--- src/rtl/flk_pkg.sv ---
package flk_pkg;

    typedef enum logic [1:0] {
        MODE_INIT     = 2'd0,
        MODE_DETACHED = 2'd1,
        MODE_BASIC    = 2'd2,
        MODE_FULL     = 2'd3
    } link_mode_e;

    typedef enum logic [2:0] {
        OP_ATTACH = 3'd0,
        OP_DETACH = 3'd1,
        OP_FAST   = 3'd2,
        OP_DESEL  = 3'd3,
        OP_TX     = 3'd4,
        OP_RX     = 3'd5
    } host_op_e;

    typedef enum logic [2:0] {
        Q_IDLE,
        Q_ID_OP,
        Q_ID_BYTE,
        Q_HOST_XFER,
        Q_RD_OP,
        Q_RD_ADDR,
        Q_RD_DUMMY,
        Q_RD_DATA
    } seq_e;

    localparam logic [7:0] ID_OPCODE = 8'h9F;

    function automatic logic id_is_device(input logic [7:0] b);
        return (b != 8'h00) && (b != 8'hFF);
    endfunction

endpackage

--- src/rtl/flk_shifter.sv ---
module flk_shifter #(
    parameter int HALF_BASIC = 2
) (
    input  logic       clk,
    input  logic       rst_n,
    input  logic       start,
    input  logic [7:0] tx_byte,
    input  logic       quad,
    input  logic       drive,
    input  logic       fast,
    input  logic [3:0] io_i,
    output logic       busy,
    output logic       done,
    output logic       sck,
    output logic [7:0] rx_byte,
    output logic [3:0] io_o,
    output logic [3:0] io_oe
);
    localparam int CW = (HALF_BASIC < 2) ? 1 : $clog2(HALF_BASIC);

    typedef struct packed {
        logic          busy;
        logic          done;
        logic          sck;
        logic          quad;
        logic          drive;
        logic          fast;
        logic [7:0]    sh;
        logic [7:0]    rx;
        logic [3:0]    left;
        logic [CW-1:0] div;
    } shf_t;

    shf_t q, d;
    logic [CW-1:0] lim_m1;

    always_comb begin
        lim_m1 = q.fast ? '0 : CW'(HALF_BASIC - 1);
        d      = q;
        d.done = 1'b0;
        if (!q.busy) begin
            if (start) begin
                d.busy  = 1'b1;
                d.sck   = 1'b0;
                d.sh    = tx_byte;
                d.rx    = 8'h00;
                d.quad  = quad;
                d.drive = drive;
                d.fast  = fast;
                d.left  = quad ? 4'd2 : 4'd8;
                d.div   = '0;
            end
        end else if (q.div == lim_m1) begin
            d.div = '0;
            d.sck = !q.sck;
            if (!q.sck) begin
                d.rx = q.quad ? {q.rx[3:0], io_i} : {q.rx[6:0], io_i[1]};
            end else begin
                d.left = q.left - 4'd1;
                if (q.left == 4'd1) begin
                    d.busy = 1'b0;
                    d.done = 1'b1;
                end else begin
                    d.sh = q.quad ? {q.sh[3:0], 4'h0} : {q.sh[6:0], 1'b0};
                end
            end
        end else begin
            d.div = q.div + CW'(1);
        end
    end

    always_ff @(posedge clk or negedge rst_n) begin
        if (!rst_n) q <= '0;
        else        q <= d;
    end

    always_comb begin
        if (!q.busy) begin
            io_o  = 4'b1100;
            io_oe = 4'b1101;
        end else if (!q.drive) begin
            io_o  = 4'b0000;
            io_oe = 4'b0000;
        end else if (q.quad) begin
            io_o  = q.sh[7:4];
            io_oe = 4'b1111;
        end else begin
            io_o  = {2'b11, 1'b0, q.sh[7]};
            io_oe = 4'b1101;
        end
    end

    assign busy    = q.busy;
    assign done    = q.done;
    assign sck     = q.sck;
    assign rx_byte = q.rx;

    p_clk_parked_r11: assert property (@(posedge clk) disable iff (!rst_n)
        done |-> !sck);

endmodule

--- src/rtl/flk_sequencer.sv ---
module flk_sequencer
    import flk_pkg::*;
#(
    parameter int         ADDR_W  = 24,
    parameter logic [7:0] READ_OP = 8'h6B
) (
    input  logic              clk,
    input  logic              rst_n,
    input  logic              host_valid,
    input  logic [2:0]        host_op,
    input  logic [7:0]        host_arg,
    output logic              host_busy,
    output logic              host_done,
    output logic              host_err,
    output logic [7:0]        host_rdata,
    output logic [1:0]        mode,
    output logic              nodev,
    input  logic              rd_req,
    input  logic [ADDR_W-1:0] rd_addr,
    output logic              rd_gnt,
    output logic              rd_valid,
    output logic [7:0]        rd_data,
    output logic              cs_n,
    output logic              eng_start,
    output logic [7:0]        eng_tx,
    output logic              eng_quad,
    output logic              eng_drive,
    output logic              eng_fast,
    input  logic              eng_done,
    input  logic [7:0]        eng_rx
);
    localparam int ABYTES = ADDR_W / 8;
    localparam int AW     = $clog2(ABYTES + 1);

    typedef struct packed {
        seq_e          seq;
        link_mode_e    mode;
        logic          cs_n;
        logic          issued;
        logic          probe;
        logic          nodev;
        logic          rx_op;
        logic [7:0]    hbyte;
        logic [ADDR_W-1:0] addr;
        logic [AW-1:0] abyte;
        logic          done;
        logic          err;
        logic [7:0]    rsp;
        logic          gnt;
        logic          rvalid;
        logic [7:0]    rdata;
    } seq_t;

    seq_t q, d;
    logic phase_end;

    always_comb begin
        d         = q;
        d.done    = 1'b0;
        d.err     = 1'b0;
        d.gnt     = 1'b0;
        d.rvalid  = 1'b0;
        eng_start = 1'b0;
        eng_tx    = 8'h00;
        eng_drive = 1'b1;
        eng_quad  = 1'b0;
        eng_fast  = (q.mode == MODE_FULL);
        phase_end = q.issued && eng_done;

        if (q.seq != Q_IDLE && !q.issued) begin
            eng_start = 1'b1;
            d.issued  = 1'b1;
        end
        if (phase_end) d.issued = 1'b0;

        case (q.seq)
            Q_IDLE: begin
                if (host_valid) begin
                    case (host_op)
                        OP_ATTACH: begin
                            if (q.mode == MODE_DETACHED) begin
                                d.mode  = MODE_BASIC;
                                d.cs_n  = 1'b1;
                                d.nodev = 1'b0;
                                d.done  = 1'b1;
                            end else d.err = 1'b1;
                        end
                        OP_DETACH: begin
                            d.mode  = MODE_DETACHED;
                            d.cs_n  = 1'b1;
                            d.nodev = 1'b0;
                            d.done  = 1'b1;
                        end
                        OP_FAST: begin
                            if (q.mode == MODE_BASIC) begin
                                d.seq   = Q_ID_OP;
                                d.probe = 1'b1;
                            end else d.done = 1'b1;
                        end
                        OP_DESEL: begin
                            if (q.mode == MODE_DETACHED) begin
                                d.cs_n  = 1'b1;
                                d.nodev = 1'b0;
                                d.done  = 1'b1;
                            end else d.err = 1'b1;
                        end
                        OP_TX, OP_RX: begin
                            if (q.mode == MODE_DETACHED) begin
                                d.seq   = Q_HOST_XFER;
                                d.cs_n  = 1'b0;
                                d.nodev = 1'b0;
                                d.rx_op = (host_op == OP_RX);
                                d.hbyte = (host_op == OP_TX) ? host_arg : 8'h00;
                            end else d.err = 1'b1;
                        end
                        default: d.err = 1'b1;
                    endcase
                end else if (rd_req && q.mode == MODE_FULL) begin
                    d.gnt   = 1'b1;
                    d.seq   = Q_RD_OP;
                    d.cs_n  = 1'b0;
                    d.addr  = rd_addr;
                    d.abyte = '0;
                end
            end
            Q_ID_OP: begin
                eng_tx = ID_OPCODE;
                d.cs_n = 1'b0;
                if (phase_end) d.seq = Q_ID_BYTE;
            end
            Q_ID_BYTE: begin
                if (phase_end) begin
                    d.seq  = Q_IDLE;
                    d.cs_n = 1'b1;
                    if (q.probe) begin
                        d.probe = 1'b0;
                        d.done  = 1'b1;
                        d.mode  = id_is_device(eng_rx) ? MODE_FULL : MODE_BASIC;
                    end else begin
                        d.mode  = id_is_device(eng_rx) ? MODE_BASIC : MODE_DETACHED;
                        d.nodev = !id_is_device(eng_rx);
                    end
                end
            end
            Q_HOST_XFER: begin
                eng_tx = q.hbyte;
                if (phase_end) begin
                    d.seq  = Q_IDLE;
                    d.done = 1'b1;
                    if (q.rx_op) d.rsp = eng_rx;
                end
            end
            Q_RD_OP: begin
                eng_tx = READ_OP;
                if (phase_end) d.seq = Q_RD_ADDR;
            end
            Q_RD_ADDR: begin
                eng_tx = q.addr[ADDR_W-1 -: 8];
                if (phase_end) begin
                    d.addr  = q.addr << 8;
                    d.abyte = q.abyte + AW'(1);
                    if (q.abyte == AW'(ABYTES - 1)) d.seq = Q_RD_DUMMY;
                end
            end
            Q_RD_DUMMY: begin
                eng_drive = 1'b0;
                if (phase_end) d.seq = Q_RD_DATA;
            end
            Q_RD_DATA: begin
                eng_drive = 1'b0;
                eng_quad  = 1'b1;
                if (phase_end) begin
                    d.seq    = Q_IDLE;
                    d.cs_n   = 1'b1;
                    d.rvalid = 1'b1;
                    d.rdata  = eng_rx;
                end
            end
            default: d.seq = Q_IDLE;
        endcase
    end

    always_ff @(posedge clk or negedge rst_n) begin
        if (!rst_n) begin
            q      <= '0;
            q.seq  <= Q_ID_OP;
            q.mode <= MODE_INIT;
            q.cs_n <= 1'b1;
        end else begin
            q <= d;
        end
    end

    assign host_busy  = (q.seq != Q_IDLE);
    assign host_done  = q.done;
    assign host_err   = q.err;
    assign host_rdata = q.rsp;
    assign mode       = q.mode;
    assign nodev      = q.nodev;
    assign rd_gnt     = q.gnt;
    assign rd_valid   = q.rvalid;
    assign rd_data    = q.rdata;
    assign cs_n       = q.cs_n;

    p_init_exit_r2: assert property (@(posedge clk) disable iff (!rst_n)
        ($past(mode) == MODE_INIT && mode != MODE_INIT) |->
        (mode == MODE_BASIC || mode == MODE_DETACHED));

    p_full_entry_r4: assert property (@(posedge clk) disable iff (!rst_n)
        (mode == MODE_FULL && $past(mode) != MODE_FULL) |-> $past(mode) == MODE_BASIC);

    p_reject_hold_r7: assert property (@(posedge clk) disable iff (!rst_n)
        host_err |-> (mode == $past(mode) && cs_n == $past(cs_n)));

    p_gnt_full_r10: assert property (@(posedge clk) disable iff (!rst_n)
        rd_gnt |-> $past(mode) == MODE_FULL);

    p_attach_r9: assert property (@(posedge clk) disable iff (!rst_n)
        (mode == MODE_BASIC && $past(mode) == MODE_DETACHED) |->
        ($past(host_valid) && $past(host_op) == OP_ATTACH));

    p_one_result_r12: assert property (@(posedge clk) disable iff (!rst_n)
        $onehot0({host_done, host_err, rd_valid}));

endmodule

--- src/rtl/flk_pin_mux.sv ---
module flk_pin_mux (
    input  logic       force_low,
    input  logic       cs_n,
    input  logic       sck,
    input  logic [3:0] io_o,
    input  logic [3:0] io_oe,
    output logic       pin_cs_n,
    output logic       pin_sck,
    output logic [3:0] pin_io_o,
    output logic [3:0] pin_io_oe
);
    always_comb begin
        if (force_low) begin
            pin_cs_n  = 1'b0;
            pin_sck   = 1'b0;
            pin_io_o  = 4'h0;
            pin_io_oe = 4'hF;
        end else begin
            pin_cs_n  = cs_n;
            pin_sck   = sck;
            pin_io_o  = io_o;
            pin_io_oe = io_oe;
        end
    end
endmodule

--- src/rtl/flash_link_ctrl.sv ---
module flash_link_ctrl
    import flk_pkg::*;
#(
    parameter int         ADDR_W     = 24,
    parameter int         HALF_BASIC = 2,
    parameter logic [7:0] READ_OP    = 8'h6B
) (
    input  logic              clk,
    input  logic              rst_n,
    input  logic              host_valid,
    input  logic [2:0]        host_op,
    input  logic [7:0]        host_arg,
    output logic              host_busy,
    output logic              host_done,
    output logic              host_err,
    output logic [7:0]        host_rdata,
    output logic [1:0]        link_mode,
    input  logic              rd_req,
    input  logic [ADDR_W-1:0] rd_addr,
    output logic              rd_gnt,
    output logic              rd_valid,
    output logic [7:0]        rd_data,
    output logic              fl_cs_n,
    output logic              fl_sck,
    output logic [3:0]        fl_io_o,
    output logic [3:0]        fl_io_oe,
    input  logic [3:0]        fl_io_i
);
    logic       eng_start, eng_quad, eng_drive, eng_fast;
    logic       eng_busy, eng_done, eng_sck;
    logic [7:0] eng_tx, eng_rx;
    logic [3:0] eng_io_o, eng_io_oe;
    logic       seq_cs_n, nodev;

    flk_sequencer #(.ADDR_W(ADDR_W), .READ_OP(READ_OP)) u_seq (
        .clk(clk), .rst_n(rst_n),
        .host_valid(host_valid), .host_op(host_op), .host_arg(host_arg),
        .host_busy(host_busy), .host_done(host_done), .host_err(host_err),
        .host_rdata(host_rdata), .mode(link_mode), .nodev(nodev),
        .rd_req(rd_req), .rd_addr(rd_addr), .rd_gnt(rd_gnt),
        .rd_valid(rd_valid), .rd_data(rd_data), .cs_n(seq_cs_n),
        .eng_start(eng_start), .eng_tx(eng_tx), .eng_quad(eng_quad),
        .eng_drive(eng_drive), .eng_fast(eng_fast),
        .eng_done(eng_done), .eng_rx(eng_rx)
    );

    flk_shifter #(.HALF_BASIC(HALF_BASIC)) u_shf (
        .clk(clk), .rst_n(rst_n), .start(eng_start), .tx_byte(eng_tx),
        .quad(eng_quad), .drive(eng_drive), .fast(eng_fast), .io_i(fl_io_i),
        .busy(eng_busy), .done(eng_done), .sck(eng_sck), .rx_byte(eng_rx),
        .io_o(eng_io_o), .io_oe(eng_io_oe)
    );

    flk_pin_mux u_pins (
        .force_low(link_mode == MODE_DETACHED && nodev),
        .cs_n(seq_cs_n), .sck(eng_sck), .io_o(eng_io_o), .io_oe(eng_io_oe),
        .pin_cs_n(fl_cs_n), .pin_sck(fl_sck), .pin_io_o(fl_io_o), .pin_io_oe(fl_io_oe)
    );

    p_sck_idle_r11: assert property (@(posedge clk) disable iff (!rst_n)
        fl_cs_n |-> !fl_sck);

    p_shift_needs_select_r8: assert property (@(posedge clk) disable iff (!rst_n)
        eng_busy |-> !fl_cs_n);

endmodule

--- config.mk ---
export PLATFORM = sky130hd
export DESIGN_NAME = flash_link_ctrl
export DESIGN_NICKNAME = d
export VERILOG_FILES = /design/src/rtl/flk_pkg.sv /design/src/rtl/flk_shifter.sv /design/src/rtl/flk_sequencer.sv /design/src/rtl/flk_pin_mux.sv /design/src/rtl/flash_link_ctrl.sv
export SDC_FILE = /design/constraint.sdc
export NUM_CORES = 1
export LEC_CHECK = 0
export ABC_AREA = 0
export BUFFER_PORTS_ARGS = -buffer_cell sky130_fd_sc_hd__buf_2
export CAP_MARGIN = 20
export CORE_UTILIZATION = 35
export DETAILED_ROUTE_END_ITERATION = 6
export PLACE_DENSITY = 0.54
export REMOVE_ABC_BUFFERS = 1
export SLEW_MARGIN = 25
export SYNTH_ARGS = -nofsm -noshare
export SYNTH_HDL_FRONTEND = slang
export SYNTH_HIERARCHICAL = 1
export SYNTH_SLANG_ARGS = --single-unit
--- constraint.sdc ---
create_clock -name clk -period 1.85 [get_ports clk]
set_input_delay 0.37 -clock clk [delete_from_list [all_inputs] [get_ports clk]]
set_output_delay 0.37 -clock clk [all_outputs]
set_load 0.02 [all_outputs]
==> results of run 1 <==
## repair_timing
action	4_1_cts	5_1_grt
resized for setup	4	27
pin swaps	1	4
hold buffers	1	0
setup endpoints to repair	10	29
gates cloned	1	0
buffers inserted	3	3
endpoints found under the hold margin	24	0
## through the flow
stage	total power (uW)	setup TNS, ns
floorplan	3710	-23.35
global placement	4550	0
detailed placement	4580	0
CTS	6720	0
global route	7140	0
finish	6750	0
## worst min-delay path by stage
stage / startpoint / to / slack [ns] / depth (start not counted)
2_1_floorplan: rst_n / u_seq/host_done / 0.07 / 0
3_3_place_gp: rst_n / u_seq/q[23] / 0.32 / 1
3_5_place_dp: rst_n / u_seq/q[23] / 0.31 / 1
4_1_cts: rd_addr[0] / u_seq/q[22] / 0.23 / 2
5_1_grt: rd_addr[0] / u_seq/q[22] / 0.23 / 2
6_report: rd_addr[0] / u_seq/q[22] / 0.25 / 2
## cell type report
cell class              count  area, um^2  share of cell area (%)
clock buffers              10         239                    3.99
clock inverters             6        98.8                    1.65
inverters                  14        52.6                   0.878
multi-input cells         331        2280                    38.0
flip-flops and latches     91        2290                    38.2
well taps                 176         220                    3.68
repair buffers            118         813                    13.6
## state kept, by name, indices dropped and copies added (netlist names), 2 cells and up
signal	flops
u_shf/rx_byte	8
u_seq/mode	2
u_seq/q	40
u_seq/host_rdata	8
u_seq/rd_data	8
u_shf/q	16
## kinds of logic after synthesis
| kind of cell | Yosys count | synth area share (%) |
|---|---|---|
| buffers and inverters | 65 | 7.93 |
| AND/OR/NAND/NOR | 161 | 16.5 |
| adder cells (fa/ha/maj) | 6 | 1.48 |
| XOR/XNOR | 3 | 0.536 |
| AO/OA/AOI/OAI | 95 | 13.0 |
| multiplexers | 65 | 14.2 |
| flip-flops | 91 | 46.5 |
## worst max-delay path, stage by stage (launching register included)
cell	delay, ns
dfrtp_2	0.44
buf_4	0.17
nand2b_1	0.16
nor4b_1	0.47
o311ai_1	0.20
mux2_2	0.31
## synthesized netlist by cell type (2+ instances only)
master	number
nor4b_1	2
ha_1	5
mux2i_1	30
o21ai_0	39
buf_4	30
or2_1	4
and2_1	3
a32o_1	5
or3_1	3
a22o_1	9
a21oi_1	8
o2bb2ai_1	3
nand2_1	66
mux2_2	35
o21ai_1	8
a21boi_0	3
nor3_1	6
nor2b_1	10
clkbuf_1	5
dfstp_2	2
and3_1	2
o21ai_2	2
nand3b_1	3
dfrtp_1	89
o21a_1	2
nand3_1	5
o21bai_1	2
buf_2	14
inv_1	14
nand2b_1	14
nor2_1	28
buf_6	2
o211ai_1	2
nand4_1	4
nor4_1	2
xnor2_1	2
## per-layer routing
metal	wire length, um	share of wire [%]	track usage (%)
met4	121	1.1	5.40
met5	0	0	0
met1	5070	45	21.5
met2	5510	49	26.5
met3	569	5.1	4.67
## power by group through the flow
stage          Sequential, uW  Combinational (uW)  Clock [uW]
6_report                 2430                2270        2040
5_1_grt                  2460                2510        2170
4_1_cts                  2420                2190        2110
3_5_place_dp             2470                2110           0
3_3_place_gp             2460                2090           0
2_1_floorplan            2550                1160           0
==> metrics.cfg, run 1 <==
[clock_tree]
cts-root-buf = clkbuf_16
cts_max_level = 3
clockBufferDepth = 2
cts_tree = done
cts_buffers = 9
clock-sinks = 91
path_clk_slew_ns = 0.07
clk_latency_ns = 0.34

[synthesis]
syn_area_um2 = 4910
synth_edf_count = 0
synthFlopType = dfrtp_1
yosysTopAreaCellShare_pct = 45.4
yosysUniqueCellTypes = 59
ys_seq_elements = 91
syn_inst = 486
synth_area_leaders = dfrtp_1 45%, mux2_2 8.0%, mux2i_1 6.1%
async_reset_ff_share_pct = 100
synth-warning-count = 6
syn_area_per_cell_um2 = 10.1
synth_area_leader_cell = dfrtp_1
synth-seq-area-share_pct = 46.5

[global_route]
grt_pass1_vias = 3704
overflow = 0
track_usage_pct = 16.6
grt_pass1_wl_um = 18500
grt_max_degree = 44
grt_antenna_before_repair = 0

[finish]
final_cell_mix = 84 x dfrtp_1, 66 x buf_2, 66 x nand2_1, 41 x buf_4, 37 x o21ai_0
instances_no_fill = 746
nets = 613
area_growth_syn_to_layout_pct = 22.0
final_common_cell = dfrtp_1
final_util_pct = 44.5
drive_above_1_share_pct = 34.6
diodes = 0
fillers = 1344
fin_area_um2 = 5990

[setup_path]
r2r_end = u_seq/q[61]
ff2ff_path_depth = 5
setup.worst_path.start_class = flop
reg2reg_slack_ns = 0.04
path_class = reg -> reg
reg2reg_from = u_seq/mode[0]
cp.arrival_ns = 2.07
setup.worst_path.start = u_seq/mode[0]
endpoint_kind = flop
worstPathRequired_ns = 2.11
worstPathMaxFanout = 6
endpoint = u_seq/q[61]

[power]
pwr-share-clk_pct = 30.2
p_comb_share_pct = 33.7
vdd_drop_max_v = 0.000690
seqPwrFrac_pct = 36.1
p_int_uw = 4510
switching_share_pct = 33.2
power_density_nw_per_um2 = 1130
p_leak_uw = 0.00290
switchingPower_uw = 2240

[route]
vias = 3732
routedWlPerCell_um = 15.1
vias_per_cell = 5.00
drt-total-wl_um = 11300
detail-route-antenna-nets = 0
first_pass_iters = 4
drc = 0
drt-initial-drc-count = 199

[die]
core_um2 = 13500
die_w_um = 120
row_count = 42
die-area_um2 = 14500
io_pins = 76
die_h_um = 120
start_util_pct = 36.5

[sta]
period_minus_slack_ns = 1.81
finalCritPeriodShare_pct = 97.8
fin_ws_ns = 0.0405
hold_violations = 0
holdWs_ns = 0.246
setup-violations-final = 0
fmax_ghz = 0.553
fin_worst_skew_ns = 0.00777
tightest_slew_ns = 0.482
slew_headroom_pct = 67.4
slew_violations = 0
rsz0062_at_grt = false

[place]
place_hpwl_um = 8040
placed_area_um2 = 5510
pre_cts_slack_ns = 0.0302
gp_congestion = 0.877
dp.cells = 722
portBuffers = 75

[outcome]
status = finished clean

[min_path]
hold_path_class = in -> reg

[flow_run]
drv_cap = 0

Note: power is estimated with default switching activity, not from simulation.
==> run 2: changes to the inputs <==
Settings changed: ABC_AREA 0 to 1, CAP_MARGIN 20 to 40, PLACE_DENSITY 0.54 to 0.66.
==> run 2 against run 1 <==
Effect of this change: the run now ends with negative hold slack left; clock-buffer cell count is 1 lower; worst setup slack improved by 0.024 ns; maximum frequency up 1.3%; flip-flop and latch count unchanged; non-clock buffer count fell by 22; area after synthesis grew 7.4%; combinational power grew 84%; wire length shrank 0.20%.
==> metrics.cfg, run 2 <==
[finish]
multi_input_area_um2 = 2250  ; -1.2%
instances_no_fill = 909  ; +22%
area_growth_syn_to_layout_pct = 15.8
drive_above_1_share_pct = 28.4  ; -6.1 points
biggestRegsByFlops = u_seq/q x40, u_shf/q x16
final_cell_mix = 168 x nand2_1, 91 x inv_1, 86 x dfrtp_1, 71 x buf_2, 46 x nor2_1
nets = 768  ; +25%
register_area_um2 = 2280  ; -0.11%
top_register = u_seq/q
largest_reg_flops = 40  ; unchanged
fillers = 1471  ; +9.4%
final_common_cell = nand2_1
diodes = 0  ; unchanged

[synthesis]
yosysUniqueCellTypes = 43  ; -27%
syn_area_um2 = 5270  ; +7.4%
synth_area_leader_cell = dfrtp_1
yosysTopAreaCellShare_pct = 42.3  ; -3.1 points
syn_area_per_cell_um2 = 8.04  ; -20%
ys_seq_elements = 91  ; unchanged
synth_area_leaders = dfrtp_1 42%, nand2_1 12%, inv_1 6.5%
synthTopCellsByCount = 168 x nand2_1, 91 x inv_1, 89 x dfrtp_1
synth_edf_count = 0  ; unchanged
synth-seq-area-share_pct = 43.2  ; -3.2 points
syn_inst = 656  ; +35%
synth-warning-count = 6  ; unchanged
yosysMostFrequentCell = nand2_1
async_reset_ff_share_pct = 100  ; unchanged
synthFlopType = dfrtp_1

[clock_tree]
clockBufferDepth = 2  ; unchanged
cts_tree = done
path_clk_slew_ns = 0.07  ; about the same
cts_max_level = 3  ; unchanged
clock-sinks = 91  ; unchanged
ctsHoldBuffers = 0  ; -1
cts-root-buf = clkbuf_16
clk_latency_ns = 0.35  ; about the same
cts_buffers = 9  ; unchanged

[route]
detail-route-antenna-nets = 0  ; unchanged
drt-initial-drc-count = 255  ; +28%
vias_per_cell = 4.69  ; -6.2%
first_pass_iters = 5  ; +1
routedWlPerCell_um = 12.4  ; -18%
vias = 4266  ; +14%
drt-total-wl_um = 11200  ; -0.20%
drc = 0  ; unchanged

[die]
row_count = 44  ; +4.8%
core_um2 = 14600  ; +8.4%
die-area_um2 = 15600  ; +7.3%
die_h_um = 125  ; +3.6%
start_util_pct = 36.1  ; -0.34 points
io_pins = 76  ; unchanged
die_w_um = 125  ; +3.6%

[sta]
rsz0062_at_grt = true
slew_violations = 0  ; unchanged
finalCritPeriodShare_pct = 96.5  ; -1.3 points
tightest_slew_ns = 0.507  ; +0.0256 ns
hold_violations = 7  ; +7
holdWs_ns = -0.0105  ; -0.256 ns
period_minus_slack_ns = 1.79  ; -0.0239 ns
slew_headroom_pct = 66.2  ; -1.3 points
setup-violations-final = 0  ; unchanged
fin_tns_setup_ns = 0  ; unchanged
fin_worst_skew_ns = 0.00755  ; -0.000215 ns
fmax_ghz = 0.560  ; +1.3%
fin_ws_ns = 0.0644  ; +0.0239 ns

[setup_path]
r2r_end = u_shf/q[15]
ff2ff_path_depth = 7  ; +2
worstPathRequired_ns = 1.48  ; -0.63 ns
worstPathMaxFanout = 4  ; -2
endpoint_kind = output pin
setup.worst_path.start_class = flop
reg2reg_slack_ns = 0.22  ; +0.18 ns
path_class = reg -> out
cp.arrival_ns = 1.42  ; -0.65 ns
reg2reg_from = u_seq/q[61]

[place]
pre_cts_slack_ns = 0.154  ; +0.124 ns
gp_congestion = 0.902  ; +2.8%
dp.cells = 891  ; +23%
place_hpwl_um = 8340  ; +3.8%
portBuffers = 75  ; unchanged

[global_route]
overflow = 0  ; unchanged
grt_pass1_vias = 4066  ; +9.8%
track_usage_pct = 15.4  ; -1.1 points
grt_antenna_before_repair = 0  ; unchanged
grt_pass1_wl_um = 19300  ; +4.6%
grt_max_degree = 41  ; -6.8%

[flow_run]
drv_cap = 0  ; unchanged

[power]
power_uw = 9300  ; +38%
vdd_drop_max_v = 0.000517  ; -25%
p_leak_uw = 0.00322  ; +11%
power_density_nw_per_um2 = 1520  ; +35%

[outcome]
status = finished with violations
violations = negative hold slack

[min_path]
hold_path_class = in -> async

run 2: changes by cell type after synthesis, sizes merged, moves of 26 or more:
cell / before / now
inv: 14 / 104
mux2: 35 / 0
nor2: 30 / 56
nand2: 67 / 188
o21ai: 49 / 84
mux2i: 30 / 0
nand3: 6 / 38
run 2: layout make-up:
type / count / share of cell area [%]
Clock buffer: 9 / 3.69
Clock inverter: 7 / 1.74
Inverter: 105 / 6.62
Multi-Input combinational cell: 417 / 36.9
Sequential cell: 91 / 37.4
Tap cell: 184 / 3.77
Timing Repair Buffer: 96 / 9.92
run 2: where the power goes:
| group | switching [uW] | leakage [uW] | internal (uW) |
|---|---|---|---|
| sequential | 410 | 0.00116 | 2690 |
| combinational | 2670 | 0.00190 | 1500 |
| clock | 827 | 0.000156 | 1210 |
| total | 3900 | 0.00322 | 5400 |
run 2: timing repair:
action,in CTS,in global routing
gates cloned,0,0
resized for setup,5,7
setup endpoints to repair,10,10
pin swaps,1,1
setup buffers,0,2
run 2: stage by stage:
step                area, um^2  hold WS (ns)  util [%]
finish                    6100       -0.0105      41.8
global route              6100        0.0259      41.8
detailed placement        5720         0.375      39.2
CTS                       6070       0.00406      41.6
floorplan                 4900        0.0744         -
global placement          5720         0.375      39.2
run 2: worst max-delay path by stage:
stage,to,start,slack (ns),depth (start not counted)
6_report,fl_io_o[0],u_shf/busy,0.06,5
5_1_grt,fl_io_o[0],u_shf/busy,-0.03,5
4_1_cts,fl_io_o[1],u_shf/busy,0.009,5
3_5_place_dp,u_shf/q[17],u_seq/q[61],0.15,11
3_3_place_gp,u_shf/q[18],u_seq/q[61],0.21,11
2_1_floorplan,u_seq/q[33],u_seq/q[61],0.02,7
run 2: kinds of logic after synthesis:
kind of cell | Yosys count | share of synthesized area [%]
and+or+nand+nor | 292 | 25.5
buffers and inverters | 148 | 14.6
AOI/OAI and AO/OA | 119 | 15.3
DFF | 91 | 43.2
adders and majority gates | 5 | 1.19
xor gates and xnor gates | 1 | 0.166
run 2: critical path: stages, from the launching register on:
cell and delay, ns:
dfrtp_2 0.45, inv_4 0.06, nor4_4 0.27, inv_1 0.06, nor2_1 0.08, buf_4 0.14
run 2: per-layer routing:
| layer | global-route usage [%] | vias to the layer above | routed length, um |
|---|---|---|---|
| met3 | 2.66 | 17 | 321 |
| met5 | 0 | - | 0 |
| met1 | 20.5 | 2010 | 5420 |
| li1 | - | 2179 | - |
| met4 | 6.24 | 0 | 199 |
| met2 | 24.8 | 60 | 5310 |
==> run 3: changes to the inputs <==
Settings changed: ABC_AREA 1 to unset, HOLD_SLACK_MARGIN set to 0.1, PLACE_DENSITY 0.66 to 0.67, RECOVER_POWER set to 25.
==> run 3 against run 2 <==
Effect of this change: the flow finishes with violations (negative setup slack); die area down 6.8%; sequential share of layout area up 0.57 points; critical path type unchanged; critical endpoint is now host_busy; global-route usage up 1.2 points; register-to-register slack worse by 0.22 ns; combinational power down 45%; total power down 29%; flip-flop and latch count unchanged; clock power down 8%; largest power group is now sequential cells.
==> metrics.cfg, run 3 (same netlist as run 1, synthesis figures left out) <==
[outcome]
status = finished with violations
violations = negative setup slack

[global_route]
grt_max_degree = 44  ; +7.3%
grt_pass1_wl_um = 19000  ; -1.9%
grt_antenna_before_repair = 0  ; unchanged
overflow = 0  ; unchanged
track_usage_pct = 16.6  ; +1.2 points
grt_pass1_vias = 3883  ; -4.5%

[clock_tree]
clock-sinks = 91  ; unchanged
cts_buffers = 9  ; unchanged
cts_max_level = 3  ; unchanged
cts-root-buf = clkbuf_16
cts_tree = done
clk_latency_ns = 0.34  ; about the same
clockBufferDepth = 2  ; unchanged
path_clk_slew_ns = 0.07  ; about the same

[finish]
instances_no_fill = 749  ; -18%
biggestRegsByFlops = u_seq/q x40, u_shf/q x16
drive_above_1_share_pct = 35.4  ; +7.0 points
final_cell_mix = 85 x dfrtp_1, 67 x buf_2, 64 x nand2_1, 36 x buf_4, 35 x mux2_2
top_register = u_seq/q
fin_area_um2 = 6020  ; -1.4%
fillers = 1297  ; -12%
final_common_cell = dfrtp_1
final_util_pct = 44.7  ; +2.9 points
nets = 616  ; -20%
area_growth_syn_to_layout_pct = 22.6
largest_reg_flops = 40  ; unchanged
diodes = 0  ; unchanged

[sta]
hold_violations = 0  ; -7
slew_violations = 0  ; unchanged
period_minus_slack_ns = 1.86  ; +0.0709 ns
fmax_ghz = 0.539  ; -3.8%
rsz0062_at_grt = true
tightest_slew_ns = 0.899  ; +0.392 ns
fin_ws_ns = -0.00650  ; -0.0709 ns
fin_tns_setup_ns = -0.00650  ; -0.00650 ns
fin_worst_skew_ns = 0.00712  ; -0.000431 ns
finalCritPeriodShare_pct = 100  ; +3.8 points
setup-violations-final = 1  ; +1
slew_headroom_pct = 40.1  ; -26 points

[min_path]
hold_path_class = in -> reg
holdCritStartpoint = rd_addr[4]

[place]
place_hpwl_um = 8040  ; -3.6%
placed_area_um2 = 5490  ; -4.0%
portBuffers = 75  ; unchanged
dp.cells = 720  ; -19%
gp_congestion = 0.837  ; -7.2%

[route]
vias = 3828  ; -10%
drt-total-wl_um = 11600  ; +3.6%
drt-initial-drc-count = 261  ; +2.4%
vias_per_cell = 5.11  ; +8.9%
first_pass_iters = 5  ; unchanged
detail-route-antenna-nets = 0  ; unchanged
routedWlPerCell_um = 15.5  ; +26%
drc = 0  ; unchanged

[die]
die_w_um = 120  ; -3.5%
row_count = 42  ; -4.5%
core_um2 = 13500  ; -7.8%
die-area_um2 = 14500  ; -6.8%
die_h_um = 120  ; -3.5%
start_util_pct = 36.5  ; +0.34 points
io_pins = 76  ; unchanged

[setup_path]
endpoint = host_busy
worstPathMaxFanout = 6  ; +2
reg2reg_slack_ns = 0  ; -0.22 ns
setup.worst_path.start = u_seq/q[62]
ff2ff_path_depth = 5  ; -2
worstPathRequired_ns = 1.48  ; about the same
r2r_end = u_shf/q[16]
path_class = reg -> out
setup.worst_path.start_class = flop
cp.arrival_ns = 1.49  ; +0.07 ns
reg2reg_from = u_seq/q[61]
endpoint_kind = output pin

[power]
power_density_nw_per_um2 = 1100  ; -28%
p_leak_uw = 0.00291  ; -9.5%
power_uw = 6610  ; -29%
vdd_drop_max_v = 0.000465  ; -9.9%

[flow_run]
drv_cap = 0  ; unchanged

run 3: cell count changes in the layout (fill, tap and decap cells not counted), sizes merged, moves of 30 or more:
cell,change
inv,-91
nand2,-121
mux2i,+30
mux2,+35
o21ai,-35
nand3,-32
run 3: power breakdown:
group	internal, uW	total [uW]	switching [uW]
Clock	1060	1870	808
Combinational	1070	2300	1230
Sequential	2210	2430	225
run 3: metal layers:
layer | global-route usage, % | up-vias | share of wire (%)
li1 | - | 1836 | -
met1 | 22.0 | 1887 | 45
met2 | 26.7 | 84 | 48
met3 | 2.69 | 21 | 4.3
met4 | 7.64 | 0 | 2.5
met5 | 0 | - | 0
run 3: final cells by class:
class,count,area (um^2),share of cell area [%]
clock buffers,10,229,3.81
clock inverters,6,73.8,1.23
inverters,14,52.6,0.873
multi-input cells,331,2300,38.2
flip-flops and latches,91,2280,38.0
well taps,176,220,3.66
repair buffers,121,860,14.3
run 3: through the flow:
stage / setup WS (ns) / hold WS, ns
2_1_floorplan: -0.856 / 0.0744
3_3_place_gp: 0.0794 / 0.358
3_5_place_dp: -0.0194 / 0.360
4_1_cts: -0.0173 / 0.240
5_1_grt: -0.0949 / 0.244
6_report: -0.00650 / 0.252
run 3: how the worst min path moves through the flow:
stage / to / cells past startpoint
after global routing: u_seq/q[29] / 2
after floorplan: u_seq/host_done / 0
final: u_seq/q[26] / 2
after CTS: u_seq/q[29] / 2
after detailed placement: u_seq/rd_data[1] / 1
after global placement: u_seq/rd_data[0] / 1
run 3: repair_timing:
action                                 in CTS  in global routing
hold buffers                                1                  0
endpoints found under the hold margin      31                  0
setup buffers                               3                  5
setup endpoints to repair                  19                 64
gates resized for setup                     8                 31
pin swaps                                   1                  7
cloned                                      1                  3
run 3: worst max-delay path: stages (launching register included):
cell	delay (ns)
dfrtp_2	0.43
nor3_4	0.17
buf_4	0.17
inv_2	0.07
buf_4	0.15
buf_2	0.15
